===== config.mk =====
export PLATFORM = sky130hd
export DESIGN_NAME = dma_evt_front
export DESIGN_NICKNAME = d
export VERILOG_FILES = /design/src/rtl/evl_pkg.sv /design/src/rtl/evl_regs.sv /design/src/rtl/evl_pend.sv /design/src/rtl/evl_pick.sv /design/src/rtl/dma_evt_front.sv
export SDC_FILE = /design/constraint.sdc
export NUM_CORES = 1
export LEC_CHECK = 0
export BUFFER_PORTS_ARGS = -buffer_cell sky130_fd_sc_hd__buf_2
export CORE_MARGIN = 10
export CORE_UTILIZATION = 25
export DETAILED_ROUTE_END_ITERATION = 16
export HOLD_SLACK_MARGIN = 0.06
export PLACE_DENSITY = 0.49
export SLEW_MARGIN = 20
export SYNTH_ARGS = -nofsm -noshare
export SYNTH_HDL_FRONTEND = slang
export SYNTH_SLANG_ARGS = --single-unit

===== constraint.sdc =====
create_clock -name clk -period 2.7 [get_ports clk]
set_input_delay 0.27 -clock clk [delete_from_list [all_inputs] [get_ports clk]]
set_output_delay 0.27 -clock clk [all_outputs]
set_load 0.01 [all_outputs]

===== src/rtl/evl_pkg.sv =====
package evl_pkg;
  typedef enum logic [1:0] {
    RA_PEND = 2'd0,
    RA_EN   = 2'd1,
    RA_CLR  = 2'd2,
    RA_SET  = 2'd3
  } evl_reg_e;
endpackage


===== src/rtl/evl_regs.sv =====
module evl_regs
  import evl_pkg::*;
#(
  parameter int NCH = 64
) (
  input  logic           clk,
  input  logic           rst_n,
  input  logic           bus_wr,
  input  logic [1:0]     bus_addr,
  input  logic [NCH-1:0] bus_wdata,
  input  logic [NCH-1:0] pend,
  output logic [NCH-1:0] en,
  output logic [NCH-1:0] sw_clr,
  output logic [NCH-1:0] sw_set,
  output logic [NCH-1:0] bus_rdata
);
  evl_reg_e ra;
  assign ra = evl_reg_e'(bus_addr);

  always_ff @(posedge clk or negedge rst_n) begin
    if (!rst_n) en <= '0;
    else if (bus_wr && ra == RA_EN) en <= bus_wdata;
  end

  assign sw_clr = (bus_wr && ra == RA_CLR) ? bus_wdata : '0;
  assign sw_set = (bus_wr && ra == RA_SET) ? bus_wdata : '0;

  always_comb begin
    case (ra)
      RA_PEND: bus_rdata = pend;
      RA_EN:   bus_rdata = en;
      default: bus_rdata = '0;
    endcase
  end

  // enable register holds the written value
  a_r9_en_write: assert property (@(posedge clk) disable iff (!rst_n)
    (bus_wr && ra == RA_EN) |=> en == $past(bus_wdata));
endmodule


===== src/rtl/evl_pend.sv =====
module evl_pend #(
  parameter int NCH = 64,
  localparam int CW = (NCH > 1) ? $clog2(NCH) : 1
) (
  input  logic           clk,
  input  logic           rst_n,
  input  logic [NCH-1:0] evt_in,
  input  logic [NCH-1:0] sw_set,
  input  logic [NCH-1:0] sw_clr,
  input  logic           cmp_valid,
  input  logic           cmp_chain,
  input  logic [CW-1:0]  cmp_code,
  input  logic [NCH-1:0] disp_clr,
  output logic [NCH-1:0] set_all,
  output logic [NCH-1:0] pend
);
  function automatic logic [NCH-1:0] code_to_bit(input logic [CW-1:0] c);
    return {{(NCH-1){1'b0}}, 1'b1} << c;
  endfunction

  logic [NCH-1:0] chain_set;
  logic [NCH-1:0] clr_all;

  assign chain_set = (cmp_valid && cmp_chain) ? code_to_bit(cmp_code) : '0;
  assign set_all   = evt_in | sw_set | chain_set;
  assign clr_all   = sw_clr | disp_clr;

  always_ff @(posedge clk or negedge rst_n) begin
    if (!rst_n) pend <= '0;
    else        pend <= (pend & ~clr_all) | set_all;
  end

  // every set source lands, whatever the clears do
  a_r7_set_wins: assert property (@(posedge clk) disable iff (!rst_n)
    (|set_all) |=> ($past(set_all) & ~pend) == '0);
  // a clear with no competing set empties the bit
  a_r3_clear: assert property (@(posedge clk) disable iff (!rst_n)
    (|sw_clr) |=> (pend & $past(sw_clr & ~set_all)) == '0);
  // chain target is pending after the report
  a_r5_chain: assert property (@(posedge clk) disable iff (!rst_n)
    (cmp_valid && cmp_chain) |=> pend[$past(cmp_code)]);
endmodule


===== src/rtl/evl_pick.sv =====
module evl_pick #(
  parameter int NCH = 64,
  localparam int CW = (NCH > 1) ? $clog2(NCH) : 1
) (
  input  logic           clk,
  input  logic           rst_n,
  input  logic [NCH-1:0] req,
  output logic [NCH-1:0] grant,
  output logic           any,
  output logic [CW-1:0]  idx
);
  function automatic logic [CW-1:0] bit_to_code(input logic [NCH-1:0] oh);
    logic [CW-1:0] c;
    c = '0;
    for (int i = 0; i < NCH; i++)
      if (oh[i]) c = c | CW'(i);
    return c;
  endfunction

  logic [NCH:0] seen;
  assign seen[0] = 1'b0;

  for (genvar i = 0; i < NCH; i++) begin : g_chain
    assign grant[i]  = req[i] & ~seen[i];
    assign seen[i+1] = seen[i] | req[i];
  end

  assign any = seen[NCH];
  assign idx = bit_to_code(grant);

  // at most one channel granted
  a_r6_one_grant: assert property (@(posedge clk) disable iff (!rst_n)
    $onehot0(grant));
endmodule


===== src/rtl/dma_evt_front.sv =====
module dma_evt_front #(
  parameter int NCH = 64,
  localparam int CW = (NCH > 1) ? $clog2(NCH) : 1
) (
  input  logic           clk,
  input  logic           rst_n,
  input  logic [NCH-1:0] evt_in,
  input  logic           bus_wr,
  input  logic [1:0]     bus_addr,
  input  logic [NCH-1:0] bus_wdata,
  output logic [NCH-1:0] bus_rdata,
  input  logic           cmp_valid,
  input  logic           cmp_chain,
  input  logic [CW-1:0]  cmp_code,
  output logic           trig_valid,
  output logic [CW-1:0]  trig_chan
);
  function automatic logic [NCH-1:0] below_mask(input logic [CW-1:0] c);
    return ({{(NCH-1){1'b0}}, 1'b1} << c) - 1'b1;
  endfunction

  logic [NCH-1:0] pend, en, sw_clr, sw_set, set_all, ready, grant;

  evl_regs #(.NCH(NCH)) u_regs (
    .clk(clk), .rst_n(rst_n), .bus_wr(bus_wr), .bus_addr(bus_addr),
    .bus_wdata(bus_wdata), .pend(pend), .en(en), .sw_clr(sw_clr),
    .sw_set(sw_set), .bus_rdata(bus_rdata)
  );

  evl_pend #(.NCH(NCH)) u_pend (
    .clk(clk), .rst_n(rst_n), .evt_in(evt_in), .sw_set(sw_set),
    .sw_clr(sw_clr), .cmp_valid(cmp_valid), .cmp_chain(cmp_chain),
    .cmp_code(cmp_code), .disp_clr(grant), .set_all(set_all), .pend(pend)
  );

  assign ready = pend & en;

  evl_pick #(.NCH(NCH)) u_pick (
    .clk(clk), .rst_n(rst_n), .req(ready), .grant(grant),
    .any(trig_valid), .idx(trig_chan)
  );

  // only enabled pending channels are dispatched
  a_r2_trig_enabled: assert property (@(posedge clk) disable iff (!rst_n)
    trig_valid |-> (en[trig_chan] && pend[trig_chan]));
  // nothing enabled and pending below the dispatched channel
  a_r6_lowest: assert property (@(posedge clk) disable iff (!rst_n)
    trig_valid |-> (pend & en & below_mask(trig_chan)) == '0);
  // dispatched channel is cleared unless a set source re-raises it
  a_r6_disp_clears: assert property (@(posedge clk) disable iff (!rst_n)
    (trig_valid && !set_all[trig_chan]) |=> !pend[$past(trig_chan)]);
  // no trigger without any pending bit
  a_r8_idle: assert property (@(posedge clk) disable iff (!rst_n)
    (pend == '0) |-> !trig_valid);
endmodule


==> impl_metrics.tcl <==
set metrics [dict create \
    clock_tree.root_cell "clkbuf_16" \
    initial_core_util 0.253 \
    cpMaxStageDelayCell "dfrtp_1" \
    synth_seq_cells 128 \
    crit_family "simple AND/OR/NAND/NOR gates" \
    vdd_drop_max_mv 0.453 \
    leakagePower_nw 5.49 \
    dieArea_sq_mm 0.0405 \
    die_w_microns 201 \
    synthMuxAreaShare 0.166 \
    gr-total-overflow 0 \
    synth_edf_count 0 \
    reg2regPathDepth 11 \
    drt-initial-drc-count 844 \
    die_y_microns 201 \
    yosys.area_share.simple 0.231 \
    crit_path_end_kind "output port" \
    synthAdderAreaFrac 0 \
    dp_hpwl_microns 30000 \
    yosys_warnings 0 \
    worstSetupPathDepth 10 \
    r2r_end "u_pend.pend[32]" \
    violations "setup timing" \
    status "complete, but fails checks" \
    rsz0062_at_grt "yes" \
    crit_chain "a222oi_1 > buf_4 > nand4_4 > buf_6 > nor4_4 > nand2_1 > nor3b_2 > nor4_1 > nand4b_1 > buf_2" \
    routed_wl_microns 38200 \
    num_antenna_cells 0 \
    drv_cap 0 \
    via_per_inst 5.19 \
    worst-path-buf-inv 3 \
    crit_arrival_ps 2940 \
    clock_latency_ps 430 \
    grt_usage 0.184 \
    grt_max_degree 65 \
    gp_congestion 0.967 \
    yosys.area.top_type "dfrtp_1" \
    ys.flop_type "dfrtp_1" \
    antenna_left 0 \
    crit_type "reg2out" \
    relSlewSlack 0.314 \
    syn2layout_area_growth_pct 47.0 \
    syn_area_per_cell_sq_um 8.78 \
    synth_cell_types 56 \
    dr.pass1.iters 6 \
    place_ws_ps -273 \
    cts_inserted_buffers 17 \
    hp-class "in2reg" \
    htreeDepth 4 \
    yosysTopAreaCellShare 0.390 \
    syn_nets 1076 \
    worstMarginPinSlew_ps 1030 \
    synth_most_common_cell "nand2_1" \
    crit_fanout 6 \
    crit_end "trig_chan[3]" \
    p_per_area_mw_per_mm2 572 \
    worstPathRequired_ps 2430 \
    synth_xor_area_frac 0 \
    cp-start-kind "flop" \
    synth_top_family_by_area "simple AND/OR/NAND/NOR gates" \
    antenna_found_initial 0 \
    fin_tns_setup_ps -2950 \
    synthCells 935 \
    drive_above_1_share 0.394 \
    placementRows 66 \
    finalCriticalPeriod_ps 3210 \
    crit_start "u_regs.en[8]" \
    maxSlewViolCount 0 \
    cts.sinks 128 \
    tritoncts "built" \
    io_pins 212 \
    synth_compound_area_frac 0.190 \
    setup_viol 7 \
    seq_area_frac_synth 0.390 \
    nets 1447 \
    reg2reg_setup_slack_ps 110 \
    worstReg2RegStart "u_regs.en[8]" \
    period_share 1.19 \
    via_count 9125 \
    hold_violations 0 \
    portBuffers 211 \
    routedWlPerCell_microns 21.7 \
    cts_buffer_depth 2 \
    finClkSkew_ps 10.2 \
    synth_area_sq_mm 0.00821 \
    synth_area_leaders "dfrtp_1 39%, mux2_2 8.8%, mux2i_1 7.8%, nand2_1 7.6%, o211ai_1 5.2%" \
    grt_pass1_wl_microns 57900 \
    synth_commonest_cells "167 x nand2_1, 128 x dfrtp_1, 79 x nor2_1, 78 x a21oi_1" \
    whs_ps 76.7 \
    setup_ws_ps -512 \
    drc 0 \
    grt_pass1_vias 9412 \
    max_stage_delay_ps 390 \
    synthArstFlopShare 1.00 \
    fp.coreArea_sq_mm 0.0325 \
    clk_pin_slew_worst_paths_ps 60 \
    fmax_ghz 0.311 \
]
sequential cells by signal (all words and copies together) (netlist names):
signal,count
u_pend.pend,64
u_regs.en,64
worst min-delay path: cells and delay by family:
| family | cells | cell delay (ps) |
|---|---|---|
| compound gates | 2 | 120 |
| buf+inv | 1 | 80 |
routing by layer:
metal  part of all wire  vias up  wire length, microns  GRT usage
met4              0.027        0                  1020     0.0652
met5                  0        -                     0          0
met3              0.057       44                  2190     0.0381
met2               0.45      319                 17400      0.290
met1               0.46     4489                 17600      0.245
li1                   -     4273                     -          -
stage by stage:
stage               power, W  utilization  cell area (sq um)  std cells
finish               0.00690        0.372              12100       1759
global route         0.00723        0.372              12100       1759
CTS                  0.00691        0.368              11900       1753
detailed placement   0.00437        0.334              10800       1693
global placement     0.00436        0.334              10800       1693
floorplan            0.00332            -               8210        935
area by class of cell:
cell class	count	area, sq um
Clock inverter	6	105
Multi-Input combinational cell	759	5110
Sequential cell	128	3200
Fill cell	3398	20400
Timing Repair Buffer	394	2580
Tap cell	442	553
Clock buffer	24	492
Inverter	6	22.5
worst min-delay path by stage:
| stage | slack, ps | startpoint | to | cells past startpoint |
|---|---|---|---|---|
| 4_1_cts | 60 | evt_in[49] | u_pend.pend[49] | 3 |
| 3_3_place_gp | 290 | rst_n | u_regs.en[55] | 1 |
| 6_report | 80 | evt_in[12] | u_pend.pend[12] | 3 |
| 5_1_grt | 80 | evt_in[46] | u_pend.pend[46] | 3 |
| 2_1_floorplan | -30 | rst_n | u_pend.pend[0] | 0 |
| 3_5_place_dp | 290 | rst_n | u_regs.en[55] | 1 |
cells in the final DEF (no fill, tap or decap), drive strengths merged, types with 9 or more instances in the layout:
cell	instances
mux2	64
buf	374
dlygate4sd3	20
and3	15
a22oi	12
nor2	79
mux2i	64
o211ai	57
a21oi	78
dfrtp	128
nand3	64
a31o	9
nand4	23
nor4	10
clkbuf	24
nand2	168
nor3	11
o221ai	13
o21ai	16
where the power goes:
part	internal [W]	switching, W	leakage [nW]	total [W]
logic	0.000939	0.00120	3.85	0.00214
clock network	0.00154	0.000881	0.296	0.00242
registers	0.00215	0.000196	1.34	0.00234
total	0.00462	0.00228	5.49	0.00690
kinds of logic (layout without fill, tap and decap cells):
logic type,Yosys count,in the layout
AO/OA/AOI/OAI,231,231
AND/OR/NAND/NOR,400,400
multiplexers,128,128
flip-flops,128,128
buffers and inverters,48,430
repair_timing:
| action | in CTS | in global routing |
|---|---|---|
| endpoints found under the hold margin | 53 | 0 |
| endpoints found under the setup margin | 9 | 9 |
| hold buffers | 20 | 0 |
| gates resized for setup | 42 | 18 |
| buffers inserted | 10 | 7 |
| pin swaps | 27 | 21 |
Note: power is estimated with default switching activity, not from simulation.
